<file path="src/rtl/rst_pulse_gen.sv">
module rst_pulse_gen #(
  parameter int WIDTH_W = 6,
  parameter int COUNT_W = 3,
  parameter int RATIO_W = 4
) (
  input  logic               clk,
  input  logic               rst,
  input  logic               ctl_we,
  input  logic [WIDTH_W-1:0] ctl_width,
  input  logic [COUNT_W-1:0] ctl_count,
  input  logic               ctl_start,
  input  logic [RATIO_W-1:0] tick_ratio,
  input  logic               clr_we,
  input  logic               clr_done,
  output logic               disp_rst_n,
  output logic               done
);

  localparam int PRE_W = 2 ** RATIO_W;

  logic               run, low_ph;
  logic [PRE_W-1:0]   presc, mask;
  logic [WIDTH_W-1:0] tcnt, wid_q;
  logic [COUNT_W-1:0] pcnt, cnt_q;
  logic [RATIO_W-1:0] rat_q;
  logic               tick, phase_end, finish, start_ok;

  assign mask      = (PRE_W'(1) << rat_q) - PRE_W'(1);
  assign tick      = run && (presc == mask);
  assign phase_end = tick && (tcnt == wid_q);
  assign finish    = phase_end && low_ph && (pcnt == cnt_q);
  assign start_ok  = ctl_we && ctl_start && !run;
  assign disp_rst_n = !(run && low_ph);

  always_ff @(posedge clk) begin
    if (rst) begin
      run    <= 1'b0;
      low_ph <= 1'b0;
      presc  <= '0;
      tcnt   <= '0;
      pcnt   <= '0;
      wid_q  <= '0;
      cnt_q  <= '0;
      rat_q  <= '0;
    end else if (start_ok) begin
      run    <= 1'b1;
      low_ph <= 1'b1;
      presc  <= '0;
      tcnt   <= '0;
      pcnt   <= '0;
      wid_q  <= ctl_width;
      cnt_q  <= ctl_count;
      rat_q  <= tick_ratio;
    end else if (run) begin
      presc <= tick ? '0 : presc + PRE_W'(1);
      if (tick) tcnt <= phase_end ? '0 : tcnt + WIDTH_W'(1);
      if (finish) begin
        run    <= 1'b0;
        low_ph <= 1'b0;
      end else if (phase_end) begin
        if (!low_ph) pcnt <= pcnt + COUNT_W'(1);
        low_ph <= !low_ph;
      end
    end
  end

  always_ff @(posedge clk) begin
    if (rst)                     done <= 1'b0;
    else if (finish)             done <= 1'b1;
    else if (start_ok)           done <= 1'b0;
    else if (clr_we && clr_done) done <= 1'b0;
  end

  p_start_low_r2: assert property (@(posedge clk) disable iff (rst)
    start_ok |=> !disp_rst_n && !done);
  p_presc_range_r2: assert property (@(posedge clk) disable iff (rst)
    run |-> presc <= mask);
  p_pulse_index_r3: assert property (@(posedge clk) disable iff (rst)
    run |-> pcnt <= cnt_q);
  p_done_idle_r5: assert property (@(posedge clk) disable iff (rst)
    $rose(done) |-> disp_rst_n && !run);
  p_clear_r6: assert property (@(posedge clk) disable iff (rst)
    clr_we && clr_done && !finish |=> !done);
  p_busy_ignore_r7: assert property (@(posedge clk) disable iff (rst)
    run && ctl_we && ctl_start |=> run && $stable(wid_q) && $stable(cnt_q) && $stable(rat_q));
  p_idle_high_r8: assert property (@(posedge clk) disable iff (rst)
    !run |-> disp_rst_n);

endmodule

</file>
<file path="config.mk">
export PLATFORM = sky130hd
export DESIGN_NAME = rst_pulse_gen
export DESIGN_NICKNAME = d
export VERILOG_FILES = /design/src/rtl/rst_pulse_gen.sv
export SDC_FILE = /design/constraint.sdc
export NUM_CORES = 1
export LEC_CHECK = 0
export ABC_AREA = 1
export BUFFER_PORTS_ARGS = -buffer_cell sky130_fd_sc_hd__buf_2
export CAP_MARGIN = 20
export CORE_MARGIN = 1
export CORE_UTILIZATION = 59
export CTS_CLUSTER_SIZE = 30
export DETAILED_ROUTE_END_ITERATION = 8
export GPL_TIMING_DRIVEN = 0
export PLACE_DENSITY = 0.79
export SKIP_LAST_GASP = 1
export SLEW_MARGIN = 15
export SYNTH_ARGS = -nofsm -noshare
export SYNTH_HDL_FRONTEND = slang
export SYNTH_SLANG_ARGS = --single-unit
</file>
<file path="constraint.sdc">
create_clock -name clk -period 2.4 [get_ports clk]
set_clock_uncertainty 0.05 [all_clocks]
set_input_delay 0.48 -clock clk [delete_from_list [all_inputs] [get_ports clk]]
set_output_delay 0.48 -clock clk [all_outputs]
set_load 0.01 [all_outputs]
</file>
==> results.md <==
* Status: completed
* GPL Wtd Cong at 0.905
* Register area share after synthesis at 33.1%
* Overall Power at around 0.0016 W
* I/O pin total at 21
* Diodes inserted at 0
* Peak Freq at about 420 MHz
* Met2 wire length at about 2.8 mm
* Slew @ Worst Pin at roughly 0.68 ns
* R2R cell count at 16
* Ys async rst share at 0%
* DP Area at around 2600 um^2
* CTS Sinks at approximately 40
* Number of global-route vias before repair at 2079
* Initial antenna violation count at 0
* Die W at 66.8 um
* Met3 WL post-DR at ~370 um
* Area growth from synthesis to final layout at 17.4%
* CTS root buf: clkbuf_8
* Highest metal used: met4
* DRT met1 WL at 2.66 mm
* DRC violations left at 0
* Tmin final at around 2.4 ns
* Final WS setup at between 0.03 and 0.04 ns
* CP endpoint kind: flop
* Setup crit start kind: flop
* Synth Net Count at 400
* Fin area at between 2000 and 3000 um^2
* Worst skew pair latency at ~0.29 ns
* Worst reg2reg endpoint: tcnt[5]
* Synth cell count leaders: nand2_1, nor2_1, dfxtp_1
* CTS clk-pin slew, worst paths at about 0.090 ns
* CTS buffer count at 5
* Setup TNS at 0 ns
* Flop2flop setup slack at about 0.033 ns
* Initial Util at approximately 60%
* Port buffer count at 20
* Fraction of layout cells with a size suffix above 1 at 19.6%
* First-pass GRT wire length at just over 9 mm
* Hold slack at 0.355 ns
* CTS tree: yes
* Synthesized area at roughly 2500 um^2
* Crit path max fanout at 4
* Drt total wl at around 5.8 mm
* Total track usage at between 20% and 30%
* Fin. max-slew vios at 0
* Top FF cell, synth: dfxtp_1
* Unrepaired setup endpoints after global routing: yes
* H-tree levels at 2
* Post-synthesis area per instance at 6.57 um^2
* Power per cell area at roughly 540 nW/um^2
* Nets@finish at 436
* Maximum vdd drop at 0.000515 V
* Gate Count Post-Synth at 377
* Pleak at 1.29 nW
* CTS max path bufs at 2
* RR Startpoint: rat_q[2]
* YS warnings at 0
* Final hold violations at 0
* Final Cycle Share at a little over nine tenths
* Core area at just over 4000 um^2
* DR pass1 iterations at 5
* Data arrival, critical path at 2.51 ns
* Critical path required time at about 2.6 ns
* Total grt overflow at 0
* Die Ht at approximately 67 um
* Setup crit start: rat_q[2]
* Slew HR at a little over half
* Post-synth cell types at 35
* Synth top area cells: dfxtp_1, nand2_1, nor2_1
* Last element of the critical path: tcnt[5]
* Drt wl/cell at between 10 and 15 um
* Initial DRC Count at between 150 and 200
* Top-area cell type share of the netlist area at around a third
* Finish-stage setup viols at 0
* Vias at 2479
* Antenna-violating nets left at 0
* Max cap viols at 0
* Row cnt at 23
* Worst hold path type: primary input to flop
* Number of synthesized flops with an enable pin at 0
* Post-DP HPWL at roughly 4.2 mm
* Synthesis-stage register bit count at around 40
* Die area at approximately 4500 um^2
* Count leader, synth: nand2_1
* Synth area leader: dfxtp_1
* Hold Buf Count CTS at 0
* Largest net degree at the start of global routing at 14
* Critical path class: flop to flop
* Via density per instance at 5.34
* Pre-CTS setup slack at -0.150 ns
-- final cells by class --
class	count	area, um^2
clock inverter	1	8.76
tap	50	62.6
sequential	41	822
multi-input combinational	284	1520
inverter	45	174
buffer	7	60.1
fill	342	1120
timing repair buffer	29	168
clock buffer	7	96.3
-- what timing repair did --
| item | 4_1_cts | 5_1_grt |
|---|---|---|
| pin swaps | 6 | 11 |
| setup buffers | 4 | 5 |
| setup endpoints to repair | 25 | 27 |
| resized for setup | 7 | 18 |
-- layout by cell type (no fill, tap or decap), types with 9 or more instances in the layout --
| cell type | instances |
|---|---|
| o21ai_0 | 17 |
| buf_4 | 9 |
| nand2_1 | 105 |
| inv_1 | 38 |
| a21oi_1 | 17 |
| xor2_1 | 11 |
| dfxtp_1 | 40 |
| nand3_1 | 28 |
| buf_2 | 20 |
| nor2_1 | 46 |
-- registers in the layout, summed over array words and instances (netlist names) --
register  cells
wid_q         6
rat_q         4
done          1
cnt_q         3
low_ph        1
pcnt          3
run           1
tcnt          6
presc        16
-- worst min-delay path by stage --
stage          startpoint       end  slack, ns  cells after the start
2_1_floorplan    cnt_q[0]  cnt_q[0]       0.38                      2
3_3_place_gp     cnt_q[0]  cnt_q[0]       0.40                      2
6_report              rst       run       0.36                      2
3_5_place_dp     cnt_q[0]  cnt_q[0]       0.41                      2
4_1_cts               rst       run       0.33                      2
5_1_grt               rst       run       0.35                      2
-- worst max-delay path: stages, from the launching register on --
cell     delay [ns]
dfxtp_2        0.32
buf_6          0.12
nor2_4         0.13
nand3_2        0.12
ha_4           0.30
or2_4          0.12
nand3_4        0.06
nor2_4         0.12
nand2_1        0.06
nor2_1         0.10
nand2_1        0.11
nor2_4         0.18
nand3_4        0.12
nand2_1        0.20
inv_2          0.06
nand2_1        0.07
nor2_1         0.03
-- per-stage QoR --
| step | utilization [%] | instances |
|---|---|---|
| final | 72.2 | 464 |
| after CTS | 69.4 | 459 |
| after global routing | 72.2 | 464 |
| after global placement | 65.5 | 447 |
| after floorplan | - | 377 |
| after detailed placement | 65.5 | 447 |
-- kinds of logic after synthesis --
| group | synth area share (%) |
|---|---|
| adders and majority gates | 2.02 |
| buffers and inverters | 9.04 |
| DFF | 33.1 |
| AOI/OAI and AO/OA | 9.44 |
| xor gates and xnor gates | 4.60 |
| and+or+nand+nor | 41.8 |
-- where the power goes --
| group | leakage [nW] | internal (W) | switching [W] | total, W |
|---|---|---|---|---|
| registers | 0.333 | 0.000700 | 0.0000190 | 0.000719 |
| logic | 0.904 | 0.000129 | 0.000202 | 0.000331 |
| clock network | 0.0549 | 0.000266 | 0.000250 | 0.000516 |
| total | 1.29 | 0.00110 | 0.000471 | 0.00157 |
-- metal layers --
layer / GRT usage (%) / vias to the layer above
li1: - / 1277
met1: 38.5 / 1122
met2: 43.3 / 76
met3: 4.97 / 4
met4: 7.71 / 0
met5: 0 / -
Note: power is estimated with default switching activity, not from simulation.
